[src/rtl/npc_pkg.sv]
package npc_pkg;

    localparam int XLEN    = 32;
    localparam int OFF_W   = 16;
    localparam int JF_W    = 26;
    localparam int KIND_W  = 4;
    localparam int SCALE   = 2;
    localparam int RGN_W   = XLEN - JF_W - SCALE;
    localparam int STEP    = 4;

    typedef enum logic [KIND_W-1:0] {
        K_SEQ    = 4'd0,
        K_BEQ    = 4'd1,
        K_BNE    = 4'd2,
        K_BLEZ   = 4'd3,
        K_BGTZ   = 4'd4,
        K_BLTZ   = 4'd5,
        K_BGEZ   = 4'd6,
        K_BLTZL  = 4'd7,
        K_BGEZL  = 4'd8,
        K_JDIR   = 4'd9,
        K_JLINK  = 4'd10,
        K_JREG   = 4'd11
    } flow_kind_e;

    typedef struct packed {
        logic equal;
        logic is_zero;
        logic is_neg;
    } cmp_flags_t;

    typedef enum logic [1:0] {
        SEL_SEQ    = 2'd0,
        SEL_REL    = 2'd1,
        SEL_REGION = 2'd2,
        SEL_REG    = 2'd3
    } tgt_sel_e;

    function automatic logic kind_links(input flow_kind_e k);
        return (k == K_BLTZL) || (k == K_BGEZL) || (k == K_JLINK);
    endfunction

    function automatic logic kind_is_branch(input flow_kind_e k);
        return (k >= K_BEQ) && (k <= K_BGEZL);
    endfunction

endpackage

[src/rtl/npc_cond_eval.sv]
module npc_cond_eval
    import npc_pkg::*;
#(
    parameter int W      = XLEN,
    parameter int KW     = KIND_W
) (
    input  logic [KW-1:0] kind_i,
    input  logic [W-1:0]  rs_val_i,
    input  logic [W-1:0]  rt_val_i,
    output logic          cond_ok_o
);

    cmp_flags_t flags;
    flow_kind_e kind;

    always_comb begin
        flags.equal   = (rs_val_i == rt_val_i);
        flags.is_zero = ~|rs_val_i;
        flags.is_neg  = rs_val_i[W-1];
    end

    always_comb begin
        kind = flow_kind_e'(kind_i);
        unique case (kind)
            K_BEQ:            cond_ok_o = flags.equal;
            K_BNE:            cond_ok_o = ~flags.equal;
            K_BLEZ:           cond_ok_o = flags.is_neg | flags.is_zero;
            K_BGTZ:           cond_ok_o = ~flags.is_neg & ~flags.is_zero;
            K_BLTZ, K_BLTZL:  cond_ok_o = flags.is_neg;
            K_BGEZ, K_BGEZL:  cond_ok_o = ~flags.is_neg;
            default:          cond_ok_o = 1'b0;
        endcase
    end

endmodule

[src/rtl/npc_target_gen.sv]
module npc_target_gen
    import npc_pkg::*;
#(
    parameter int W   = XLEN,
    parameter int OW  = OFF_W,
    parameter int JW  = JF_W,
    parameter int SC  = SCALE
) (
    input  logic [W-1:0]  pc_i,
    input  logic [OW-1:0] offset_i,
    input  logic [JW-1:0] jfield_i,
    output logic [W-1:0]  seq_o,
    output logic [W-1:0]  rel_o,
    output logic [W-1:0]  region_o
);

    localparam int EXT_W = W - OW - SC;
    localparam int RW    = W - JW - SC;

    logic [W-1:0] disp;

    always_comb begin
        seq_o    = pc_i + W'(STEP);
        disp     = {{EXT_W{offset_i[OW-1]}}, offset_i, {SC{1'b0}}};
        rel_o    = seq_o + disp;
        region_o = {seq_o[W-1 -: RW], jfield_i, {SC{1'b0}}};
    end

endmodule

[src/rtl/npc_select.sv]
module npc_select
    import npc_pkg::*;
#(
    parameter int W  = XLEN,
    parameter int KW = KIND_W
) (
    input  logic [KW-1:0] kind_i,
    input  logic          cond_ok_i,
    input  logic [W-1:0]  seq_i,
    input  logic [W-1:0]  rel_i,
    input  logic [W-1:0]  region_i,
    input  logic [W-1:0]  reg_tgt_i,
    output logic [W-1:0]  next_pc_o,
    output logic          taken_o,
    output logic          link_req_o,
    output logic [W-1:0]  link_val_o
);

    flow_kind_e kind;
    tgt_sel_e   sel;

    always_comb begin
        kind = flow_kind_e'(kind_i);
        if (kind == K_JDIR || kind == K_JLINK)
            sel = SEL_REGION;
        else if (kind == K_JREG)
            sel = SEL_REG;
        else if (kind_is_branch(kind) && cond_ok_i)
            sel = SEL_REL;
        else
            sel = SEL_SEQ;
    end

    always_comb begin
        unique case (sel)
            SEL_REL:    next_pc_o = rel_i;
            SEL_REGION: next_pc_o = region_i;
            SEL_REG:    next_pc_o = reg_tgt_i;
            default:    next_pc_o = seq_i;
        endcase
        taken_o    = (sel != SEL_SEQ);
        link_req_o = kind_links(kind);
        link_val_o = seq_i;
    end

endmodule

[src/rtl/npc_unit.sv]
module npc_unit
    import npc_pkg::*;
#(
    parameter int W  = XLEN,
    parameter int OW = OFF_W,
    parameter int JW = JF_W,
    parameter int KW = KIND_W
) (
    input  logic [W-1:0]  pc_i,
    input  logic [KW-1:0] kind_i,
    input  logic [OW-1:0] offset_i,
    input  logic [JW-1:0] jfield_i,
    input  logic [W-1:0]  rs_val_i,
    input  logic [W-1:0]  rt_val_i,
    output logic [W-1:0]  next_pc_o,
    output logic          taken_o,
    output logic          link_req_o,
    output logic [W-1:0]  link_val_o
);

    logic         cond_ok;
    logic [W-1:0] seq_pc;
    logic [W-1:0] rel_pc;
    logic [W-1:0] region_pc;

    npc_cond_eval #(.W(W), .KW(KW)) u_cond (
        .kind_i    (kind_i),
        .rs_val_i  (rs_val_i),
        .rt_val_i  (rt_val_i),
        .cond_ok_o (cond_ok)
    );

    npc_target_gen #(.W(W), .OW(OW), .JW(JW), .SC(SCALE)) u_tgt (
        .pc_i     (pc_i),
        .offset_i (offset_i),
        .jfield_i (jfield_i),
        .seq_o    (seq_pc),
        .rel_o    (rel_pc),
        .region_o (region_pc)
    );

    npc_select #(.W(W), .KW(KW)) u_sel (
        .kind_i     (kind_i),
        .cond_ok_i  (cond_ok),
        .seq_i      (seq_pc),
        .rel_i      (rel_pc),
        .region_i   (region_pc),
        .reg_tgt_i  (rs_val_i),
        .next_pc_o  (next_pc_o),
        .taken_o    (taken_o),
        .link_req_o (link_req_o),
        .link_val_o (link_val_o)
    );

endmodule

[config.mk]
export PLATFORM = sky130hd
export DESIGN_NAME = npc_unit
export DESIGN_NICKNAME = d
export VERILOG_FILES = /design/src/rtl/npc_pkg.sv /design/src/rtl/npc_cond_eval.sv /design/src/rtl/npc_target_gen.sv /design/src/rtl/npc_select.sv /design/src/rtl/npc_unit.sv
export SDC_FILE = /design/constraint.sdc
export NUM_CORES = 1
export LEC_CHECK = 0
export BUFFER_PORTS_ARGS = -buffer_cell sky130_fd_sc_hd__buf_2
export CORE_MARGIN = 2
export CORE_UTILIZATION = 48
export DETAILED_ROUTE_END_ITERATION = 6
export PLACE_DENSITY = 0.95
export SLEW_MARGIN = 10
export SYNTH_ARGS = -nofsm -noshare
export SYNTH_HDL_FRONTEND = slang
export SYNTH_SLANG_ARGS = --single-unit
[constraint.sdc]
create_clock -name vclk -period 8.49
set_clock_uncertainty 0.2 [all_clocks]
set_input_delay 0.849 -clock vclk [all_inputs]
set_output_delay 0.849 -clock vclk [all_outputs]
set_load 0.03 [all_outputs]
==> out/qor.log, run 1 <==
qor: timing.achievable-frequency 164.2 MHz
qor: global_route.first_global_vias 4308
qor: timing.slew_headroom 0.3901
qor: global_route.first_pass_grt_wire_length 21.18 mm
qor: synth.syn-num-nets 629
qor: place.place_worst_setup_slack 2.610 ns
qor: synth.yosys-top-cells-area xnor2_1 (19%), ha_1 (14%), a222oi_1 (7.4%)
qor: finish.area.growth.synth_to_final 35.12%
qor: route.wl_per_cell 18.94 um
qor: timing.fin_tns_setup 0 ns
qor: finish.num-fill-cells 577
qor: synth.post_synth_inst_count 451
qor: power_and_ir_drop.netSwitchingFraction 0.6341
qor: route.final_wl 13.64 mm
qor: synth.synth_top_area_frac 0.1850
qor: route.routed_via_density 6.399
qor: power_and_ir_drop.p_clk_frac 0
qor: floorplanning.fp.coreArea 0.006314 mm2
qor: power_and_ir_drop.p_int 0.1347 mW
qor: finish.antenna-diode-count 0
qor: floorplanning.starting_density 0.4948
qor: synth.synthesis.area_per_instance 6.927 um2
qor: critical_path.worst-endpoint-required 7.44 ns
qor: global_route.antenna_found_initial 0
qor: job.maxCapViolCount 0
qor: timing.timing.final.max_slew_violations 0
qor: global_route.overflow 0
qor: critical_path.crit_arrival 5.04 ns
qor: synth.ys_seq_area_frac 0
qor: place.finalWeightedCongestion 0.9766
qor: synth.synth.cell_area 0.003124 mm2
qor: finish.layout.nets 823
qor: power_and_ir_drop.p_leak 1.975 nW
qor: timing.share_of_the_clock_period_used_by_the_worst_path 0.7175
qor: finish.layout.sequential_cells 0
qor: global_route.grt_max_degree 23
qor: critical_path.critical-path-max-stage-delay 0.80 ns
qor: power_and_ir_drop.p_switching 0.2334 mW
qor: place.placed_cell_area 0.004222 mm2
qor: cts.cts_hold_buffers 0
qor: synth.yosysWarnings 0
qor: global_route.groute.usage.overall 0.3583
qor: finish.final_layout_size_suffix_gt1_frac 0.3484
qor: route.first_iter_violations 540
qor: cts.cts_setup_buffers 0
qor: place.place.detailed.hpwl 11.41 mm
qor: floorplanning.io_pins 208
qor: floorplanning.die-height 84.68 um
qor: power_and_ir_drop.cellPowerDensity 87.19 mW/mm2
qor: power_and_ir_drop.seq_power_share 0
qor: outcome.status finished with violations
qor: critical_path.critical_path.startpoint_type primary input
qor: power_and_ir_drop.power.ir.vdd_worst 0.06353 mV
qor: critical_path.standard_cell_with_the_maximum_stage_delay_on_the_critical_path nor4_1
qor: cts.cts_resized 0
qor: route.drt-pass1-iter-count 7
qor: timing.timing.final.ws_setup 2.399 ns
qor: timing.hold_viol_final 0
qor: synth.synth_top_cell_by_area xnor2_1
qor: floorplanning.fp.dieW 84.68 um
qor: finish.layout.area.seq 0 um2
qor: route.post-route-drc-count 8
qor: critical_path.cp_common_cell a21o_1
qor: timing.finalSetupViolations 0
qor: critical_path.crit_path_cell_trace buf_2 -> and4_1 -> nand3_1 -> nor4_1 -> and3_1 -> xor2_1 -> ha_1 -> a21o_1 -> a21o_1 -> a21o_1 -> a21o_1 -> a31o_1 -> mux2_4 -> or3_1 -> nand3_1 -> buf_2
qor: critical_path.endpoint_kind output port
qor: floorplanning.placement_rows 29
qor: synth.netlist-cell-type-count 52
qor: finish.postLayoutCellArea 0.004222 mm2
qor: finish.clock_buffer_count_in_the_final_layout 0
qor: timing.grt_setup_unrepaired false
qor: power_and_ir_drop.power 0.3681 mW
qor: place.io_buffer_count 208
qor: timing.fin_hold_ws 1.769 ns
qor: route.antenna_left 0
qor: route.dr_total_vias 4607
qor: timing.final_period_minus_worst_setup_slack 6.091 ns
qor: floorplanning.fp.dieArea 0.007170 mm2
qor: critical_path.worstSetupPathType primary input to output port
qor: critical_path.cp_max_fo 6
qor: power_and_ir_drop.combPwrFrac 1.000
qor: outcome.failed_checks DRC
qor: timing.worst_pin_slew 0.9066 ns
qor: worst_hold_path.min-delay-path-class primary input to output port
final timing paths:
path	cells after the start	slack (ns)	to	startpoint
worst max-delay path	16	2.40	next_pc_o[29]	pc_i[5]
worst min-delay path	2	1.77	link_val_o[1]	pc_i[1]
power groups by stage:
stage | Clock (mW) | Combinational (mW) | Sequential (mW)
final | 0 | 0.368 | 0
after global routing | 0 | 0.393 | 0
after CTS | 0 | 0.361 | 0
after detailed placement | 0 | 0.359 | 0
after global placement | 0 | 0.356 | 0
after floorplan | 0 | 0.238 | 0
cell families (layout without fill, tap and decap cells):
family,Yosys count,count (layout),share of synthesized area
AND/OR/NAND/NOR,143,143,0.2283
AO/OA/AOI/OAI,156,156,0.3440
multiplexers,1,1,0.004804
adder cells (fa/ha/maj),36,36,0.1466
buffers and inverters,31,223,0.04085
XOR/XNOR,84,84,0.2355
Yosys cell counts, types with 5 or more instances:
master     n
a211oi_1   5
a21o_1    13
a21oi_1   27
a222oi_1  23
clkbuf_1  15
ha_1      35
inv_1      9
nand2_1   37
nand2b_1   6
nand3_1   24
nand4_1   16
nor2_1    23
nor3_1     6
nor4_1    14
o211ai_1   6
o21ai_0   25
o21ai_1   23
xnor2_1   66
xor2_1    18
worst max-delay path, delay by kind of cell:
| family | cells | cell delay [ns] |
|---|---|---|
| mux | 1 | 0.31 |
| simple gates | 6 | 1.97 |
| compound gates | 5 | 0.97 |
| fa+ha+maj | 1 | 0.36 |
| xor+xnor | 1 | 0.27 |
| buf+inv | 2 | 0.32 |
layout by cell type, fill, tap and decap left out, types with 5 or more instances in the layout:
cell,Yosys,layout
buf_2,3,208
xnor2_1,66,66
nand2_1,37,37
ha_1,35,35
o21ai_0,25,25
a21oi_1,27,25
nand3_1,24,24
o21ai_1,23,23
a222oi_1,23,23
nor2_1,23,22
xor2_1,18,18
nand4_1,16,16
nor4_1,14,14
a21o_1,13,13
inv_1,9,9
nor3_1,6,6
o211ai_1,6,6
nand2b_1,6,6
a211oi_1,5,5
layout make-up:
| cell class | count | area, um2 | share of cell area |
|---|---|---|---|
| inverter | 11 | 41.29 | 0.009781 |
| multi-input combinational | 420 | 3013 | 0.7137 |
| tap | 77 | 96.34 | 0.02282 |
| timing repair buffer | 212 | 1071 | 0.2537 |
stage by stage:
step           std cells    util
3_5_place_dp         720  0.6686
3_3_place_gp         720  0.6686
6_report             720  0.6686
4_1_cts              720  0.6686
5_1_grt              720  0.6686
2_1_floorplan        451       -
metal layers:
layer / global-route usage / share of wire
met1: 0.4586 / 0.37
met2: 0.6034 / 0.46
met3: 0.06096 / 0.13
met4: 0.1284 / 0.036
met5: 0 / 0
Note: power is estimated with default switching activity, not from simulation.
==> run 2, diff against run 1 <==
--- a/config.mk
+++ b/config.mk
@@ -7,9 +7,9 @@
 export LEC_CHECK = 0
 export BUFFER_PORTS_ARGS = -buffer_cell sky130_fd_sc_hd__buf_2
 export CORE_MARGIN = 2
-export CORE_UTILIZATION = 48
+export CORE_UTILIZATION = 40
 export DETAILED_ROUTE_END_ITERATION = 6
-export PLACE_DENSITY = 0.95
+export PLACE_DENSITY = 0.89
 export SLEW_MARGIN = 10
 export SYNTH_ARGS = -nofsm -noshare
 export SYNTH_HDL_FRONTEND = slang
==> constraint.sdc (replaced) <==
create_clock -name vclk -period 5.1
set_clock_uncertainty 0.2 [all_clocks]
set_input_delay 0.51 -clock vclk [all_inputs]
set_output_delay 0.51 -clock vclk [all_outputs]
set_load 0.03 [all_outputs]
==> out/qor.log, run 2 (synthesized netlist as in run 1, its figures left out) <==
qor: worst_hold_path.hold_start pc_i[0] [was pc_i[1]]
qor: timing.timing.final.max_slew_violations 0 [unchanged]
qor: floorplanning.fp.dieArea 0.008533 mm2 [was 0.007170 mm2]
qor: place.finalWeightedCongestion 0.9800 [was 0.9766]
qor: power_and_ir_drop.p_switching 0.3878 mW [was 0.2334 mW]
qor: route.final_wl 13.99 mm [was 13.64 mm]
qor: power_and_ir_drop.seq_power_share 0 [about the same]
qor: floorplanning.starting_density 0.4085 [was 0.4948]
qor: timing.achievable-frequency 204.8 MHz
qor: power_and_ir_drop.netSwitchingFraction 0.6254 [was 0.6341]
qor: route.routed_via_density 6.129 [was 6.399]
qor: finish.clock_buffer_count_in_the_final_layout 0 [unchanged]
qor: global_route.first_global_vias 4422 [was 4308]
qor: finish.commonest_non_fill_non_tap_cells_in_the_layout buf_2 (208), xnor2_1 (64), nand2_1 (37) [was buf_2 (208), xnor2_1 (66), nand2_1 (37)]
qor: timing.fin_hold_ws 1.088 ns [was 1.769 ns]
qor: route.first_iter_violations 423 [was 540]
qor: worst_hold_path.min_delay_path_depth 2 [unchanged]
qor: worst_hold_path.hold-path-endpoint link_val_o[0] [was link_val_o[1]]
qor: floorplanning.die-height 92.38 um [was 84.68 um]
qor: cts.cts_hold_buffers 0 [unchanged]
qor: timing.hold_viol_final 0 [unchanged]
qor: route.antenna_left 0 [unchanged]
qor: finish.postLayoutCellArea 0.004389 mm2 [was 0.004222 mm2]
qor: finish.antenna-diode-count 0 [unchanged]
qor: route.wl_per_cell 18.43 um [was 18.94 um]
qor: job.maxCapViolCount 0 [unchanged]
qor: global_route.groute.usage.overall 0.3064 [was 0.3583]
qor: critical_path.worstSetupPathType primary input to output port [unchanged]
qor: route.drt-pass1-iter-count 6 [was 7]
qor: finish.final_layout_size_suffix_gt1_frac 0.3699 [was 0.3484]
qor: finish.layout.area.seq 0 um2 [unchanged]
qor: place.cell_count_post_placement 757 [was 720]
qor: critical_path.critical_path.startpoint_type primary input [unchanged]
qor: timing.timing.final.ws_setup 0.2161 ns [was 2.399 ns]
qor: power_and_ir_drop.power.ir.vdd_worst 0.06477 mV [was 0.06353 mV]
qor: route.post-route-drc-count 0 [was 8]
qor: finish.most_common_cell_after_layout_fill_and_taps_aside buf_2 [unchanged]
qor: place.place.detailed.hpwl 11.70 mm [was 11.41 mm]
qor: power_and_ir_drop.p_leak 2.060 nW [was 1.975 nW]
qor: finish.area.growth.synth_to_final 40.49% [was 35.12%]
qor: finish.finish.utilization 0.5740 [was 0.6686]
qor: finish.layout.nets 837 [was 823]
qor: power_and_ir_drop.p_int 0.2323 mW [was 0.1347 mW]
qor: place.placed_cell_area 0.004343 mm2 [was 0.004222 mm2]
qor: global_route.grt_max_degree 33 [was 23]
qor: critical_path.crit_arrival 4.17 ns [was 5.04 ns]
qor: place.place_worst_setup_slack 0.2002 ns [was 2.610 ns]
qor: floorplanning.placement_rows 32 [was 29]
qor: route.dr_total_vias 4652 [was 4607]
qor: floorplanning.fp.dieW 92.38 um [was 84.68 um]
qor: critical_path.worst-endpoint-required 4.39 ns [was 7.44 ns]
qor: worst_hold_path.min-delay-path-class primary input to output port [unchanged]
qor: place.io_buffer_count 208 [unchanged]
qor: power_and_ir_drop.cellPowerDensity 141.3 mW/mm2 [was 87.19 mW/mm2]
qor: timing.worst_pin_slew 0.8361 ns [was 0.9066 ns]
qor: power_and_ir_drop.combPwrFrac 1.000 [about the same]
qor: finish.layout.sequential_cells 0 [unchanged]
qor: timing.finalSetupViolations 0 [unchanged]
qor: global_route.first_pass_grt_wire_length 21.51 mm [was 21.18 mm]
qor: power_and_ir_drop.p_clk_frac 0 [about the same]
qor: global_route.antenna_found_initial 0 [unchanged]
qor: power_and_ir_drop.power 0.6202 mW [was 0.3681 mW]
qor: floorplanning.fp.coreArea 0.007647 mm2 [was 0.006314 mm2]
qor: outcome.status complete, no violations [was finished with violations]
qor: finish.instances_no_fill 759 [was 720]
qor: timing.final_period_minus_worst_setup_slack 4.884 ns
qor: critical_path.cp_max_fo 6 [unchanged]
qor: timing.slew_headroom 0.4426 [was 0.3901]
qor: global_route.overflow 0 [unchanged]
qor: floorplanning.io_pins 208 [unchanged]
qor: timing.fin_tns_setup 0 ns [unchanged]
qor: timing.share_of_the_clock_period_used_by_the_worst_path 0.9576
qor: critical_path.endpoint_kind output port [unchanged]
run 2: cell types whose count changed in the layout (fill, tap and decap cells not counted), sizes merged:
cell,previous run,this run
buf,212,226
run 2: worst max path at each step:
stage / slack, ns / end / start
6_report: 0.22 / next_pc_o[29] / pc_i[5]
5_1_grt: -0.003 / next_pc_o[30] / pc_i[5]
4_1_cts: 0.19 / next_pc_o[29] / pc_i[5]
3_5_place_dp: 0.20 / next_pc_o[29] / pc_i[5]
3_3_place_gp: 0.29 / next_pc_o[29] / pc_i[5]
2_1_floorplan: 0.14 / next_pc_o[29] / pc_i[8]
run 2: cell type report:
type | instances | area, um2
inverters | 11 | 41.29
well taps | 102 | 127.6
fillers | 774 | 3258
repair buffers | 226 | 1176
multi-input cells | 420 | 3044
run 2: critical path, cell delays in order:
cell and delay (ns):
buf_2 0.15, and4_1 0.27, nand3_2 0.16, nor3_2 0.22, nand3_1 0.16, xnor2_2 0.18, ha_1 0.39, nand2_1 0.12
or3_1 0.37, o32a_2 0.22, o21ai_2 0.25, a31o_1 0.25, mux2_4 0.31, or3_1 0.35, nand3_1 0.09, buf_2 0.19
run 2: power groups by stage:
stage | clock network, mW | logic (mW) | registers, mW
3_3_place_gp | 0 | 0.603 | 0
4_1_cts | 0 | 0.610 | 0
5_1_grt | 0 | 0.667 | 0
2_1_floorplan | 0 | 0.396 | 0
6_report | 0 | 0.620 | 0
3_5_place_dp | 0 | 0.606 | 0
run 2: metal layers:
metal  vias to the layer above  part of all wire  global-route usage  wire length, um
met5                         -                 0                   0                0
met4                         0             0.026             0.07960              360
met3                        33              0.10             0.03417             1410
met2                       325              0.47              0.5389             6571
met1                      2134              0.40              0.3965             5642
li1                       2160                 -                   -                -
run 2: timing repair:
action | 4_1_cts | 5_1_grt
setup endpoints to repair | 0 | 2
buffers inserted | 0 | 2
resized for setup | 0 | 6
==> run 3, diff against run 2 <==
--- a/config.mk
+++ b/config.mk
@@ -6,7 +6,7 @@
 export NUM_CORES = 1
 export LEC_CHECK = 0
 export BUFFER_PORTS_ARGS = -buffer_cell sky130_fd_sc_hd__buf_2
-export CORE_MARGIN = 2
+export CORE_MARGIN = 5
 export CORE_UTILIZATION = 40
 export DETAILED_ROUTE_END_ITERATION = 6
 export PLACE_DENSITY = 0.89
==> out/qor.log, run 3 (synthesized netlist as in run 1, its figures left out) <==
qor: floorplanning.fp.dieW 98.38 um [was 92.38 um]
qor: timing.timing.final.max_slew_violations 0 [unchanged]
qor: timing.achievable-frequency 198.0 MHz [was 204.8 MHz]
qor: global_route.groute.usage.overall 0.2815 [was 0.3064]
qor: global_route.overflow 0 [unchanged]
qor: route.dr_total_vias 4581 [was 4652]
qor: worst_hold_path.min-delay-path-class primary input to output port [unchanged]
qor: route.routed_via_density 6.052 [was 6.129]
qor: timing.hold_viol_final 0 [unchanged]
qor: cts.cts_setup_buffers 0 [unchanged]
qor: critical_path.timing.critical_path.buf_inv 3 [was 2]
qor: place.cell_count_post_placement 757 [unchanged]
qor: timing.fin_tns_setup 0 ns [unchanged]
qor: floorplanning.io_pins 208 [unchanged]
qor: critical_path.setup.worst_path.start pc_i[5] [unchanged]
qor: floorplanning.fp.dieArea 0.009678 mm2 [was 0.008533 mm2]
qor: floorplanning.fp.coreArea 0.007647 mm2 [unchanged]
qor: global_route.global_routing_usage_on_met3 0.04500 [was 0.03417]
qor: route.wl_per_cell 19.24 um [was 18.43 um]
qor: critical_path.end_point_of_the_critical_path next_pc_o[29] [unchanged]
qor: power_and_ir_drop.cellPowerDensity 142.1 mW/mm2 [was 141.3 mW/mm2]
qor: finish.layout.nets 835 [was 837]
qor: finish.final_layout_size_suffix_gt1_frac 0.3679 [was 0.3699]
qor: floorplanning.die-height 98.38 um [was 92.38 um]
qor: outcome.status complete, no violations [unchanged]
qor: critical_path.cp_common_cell a21o_1
qor: finish.antenna-diode-count 0 [unchanged]
qor: finish.layout.sequential_cells 0 [unchanged]
qor: timing.final_period_minus_worst_setup_slack 5.049 ns [was 4.884 ns]
qor: timing.slew_headroom 0.3447 [was 0.4426]
qor: critical_path.crit_path_cell_trace buf_2 -> and4_1 -> nand3_1 -> nor4_1 -> buf_4 -> and3_1 -> xor2_1 -> ha_1 -> a21o_1 -> a21o_1 -> a21o_1 -> a21o_1 -> a31o_1 -> mux2_4 -> or3_1 -> nand3_1 -> buf_2 [was buf_2 -> and4_1 -> nand3_2 -> nor3_2 -> nand3_1 -> xnor2_2 -> ha_1 -> nand2_1 -> or3_1 -> o32a_2 -> o21ai_2 -> a31o_1 -> mux2_4 -> or3_1 -> nand3_1 -> buf_2]
qor: critical_path.cp_max_fo 6 [unchanged]
qor: timing.worst_pin_slew 0.9797 ns [was 0.8361 ns]
qor: job.maxCapViolCount 0 [unchanged]
qor: critical_path.endpoint_kind output port [unchanged]
qor: finish.layout.area.seq 0 um2 [unchanged]
qor: critical_path.worstSetupPathType primary input to output port [unchanged]
qor: floorplanning.starting_density 0.4085 [unchanged]
qor: global_route.first_pass_grt_wire_length 22.85 mm [was 21.51 mm]
qor: finish.most_common_cell_after_layout_fill_and_taps_aside buf_2 [unchanged]
qor: finish.instances_no_fill 757 [was 759]
qor: finish.area.growth.synth_to_final 39.89% [was 40.49%]
qor: global_route.first_global_vias 4679 [was 4422]
qor: timing.share_of_the_clock_period_used_by_the_worst_path 0.9901 [was 0.9576]
qor: critical_path.crit_arrival 4.34 ns [was 4.17 ns]
qor: power_and_ir_drop.power.ir.vdd_worst 0.07579 mV [was 0.06477 mV]
qor: global_route.globalRouteMet2Util 0.4873 [was 0.5389]
qor: route.final_wl 14.57 mm [was 13.99 mm]
qor: timing.grt_setup_unrepaired true
qor: critical_path.worst-endpoint-required 4.39 ns [about the same]
qor: finish.num-fill-cells 741 [was 774]
qor: route.drt-pass1-iter-count 5 [was 6]
qor: place.finalWeightedCongestion 0.9692 [was 0.9800]
qor: critical_path.crit_cells 17 [was 16]
qor: finish.commonest_non_fill_non_tap_cells_in_the_layout buf_2 (208), xnor2_1 (65), nand2_1 (37) [was buf_2 (208), xnor2_1 (64), nand2_1 (37)]
qor: finish.clock_buffer_count_in_the_final_layout 0 [unchanged]
qor: global_route.grt_use_met1 0.3590 [was 0.3965]
qor: critical_path.critical-path-max-stage-delay 0.36 ns [was 0.39 ns]
qor: critical_path.standard_cell_with_the_maximum_stage_delay_on_the_critical_path nor4_1 [was ha_1]
qor: route.post-route-drc-count 0 [unchanged]
qor: place.place.detailed.hpwl 12.42 mm [was 11.70 mm]
qor: floorplanning.placement_rows 32 [unchanged]
qor: critical_path.critical_path.startpoint_type primary input [unchanged]
qor: timing.finalSetupViolations 0 [unchanged]
qor: power_and_ir_drop.p_leak 2.046 nW [was 2.060 nW]
qor: finish.finish.utilization 0.5715 [was 0.5740]
qor: global_route.grt_busiest_layer met2 [unchanged]
qor: route.first_iter_violations 313 [was 423]
qor: global_route.antenna_found_initial 0 [unchanged]
qor: route.antenna_left 0 [unchanged]
qor: place.io_buffer_count 208 [unchanged]
qor: critical_path.timing.critical_path.max_delay_family simple AND/OR/NAND/NOR gates [unchanged]
qor: global_route.grt_max_degree 31 [was 33]
-- run 3: cell types whose count changed in the layout (fill, tap and decap cells not counted), sizes merged --
cell,previous run,this run
buf,226,224
-- run 3: what timing repair did --
action	in CTS	in global routing
setup endpoints to repair	0	4
hold buffers	0	0
resized for setup	0	5
-- run 3: area by class of cell --
cell class | count | area [um2] | share of cell area
repair buffers | 224 | 1161 | 0.2657
multi-input cells | 420 | 3040 | 0.6957
well taps | 102 | 127.6 | 0.02920
inverters | 11 | 41.29 | 0.009447
-- run 3: routing by layer --
layer  up-vias  wire (um)
li1       2159          -
met1      2132       6037
met2       254       6783
met3        36       1323
met4         0        420
met5         -          0
-- run 3: stage by stage --
stage	setup WS, ns	hold slack (ns)	area [um2]	power (mW)
after floorplan	0.1371	0.9472	3124	0.3955
after global placement	0.2850	1.092	4343	0.6026
after detailed placement	0.1527	1.093	4343	0.6093
after CTS	0.1346	1.094	4343	0.6129
after global routing	-0.07939	1.100	4370	0.6669
final	0.05054	1.092	4370	0.6211
-- run 3: worst min path at each step --
stage,slack (ns),to,depth (start not counted),startpoint
after floorplan,0.95,link_val_o[2],1,pc_i[2]
after global placement,1.09,link_val_o[1],2,pc_i[1]
after detailed placement,1.09,link_val_o[1],2,pc_i[1]
after CTS,1.09,link_val_o[1],2,pc_i[1]
after global routing,1.10,link_val_o[1],2,pc_i[1]
final,1.09,link_val_o[1],2,pc_i[1]
-- run 3: where the power goes --
part           internal (mW)  switching [mW]
Clock                      0               0
Sequential                 0               0
Combinational          0.231           0.390
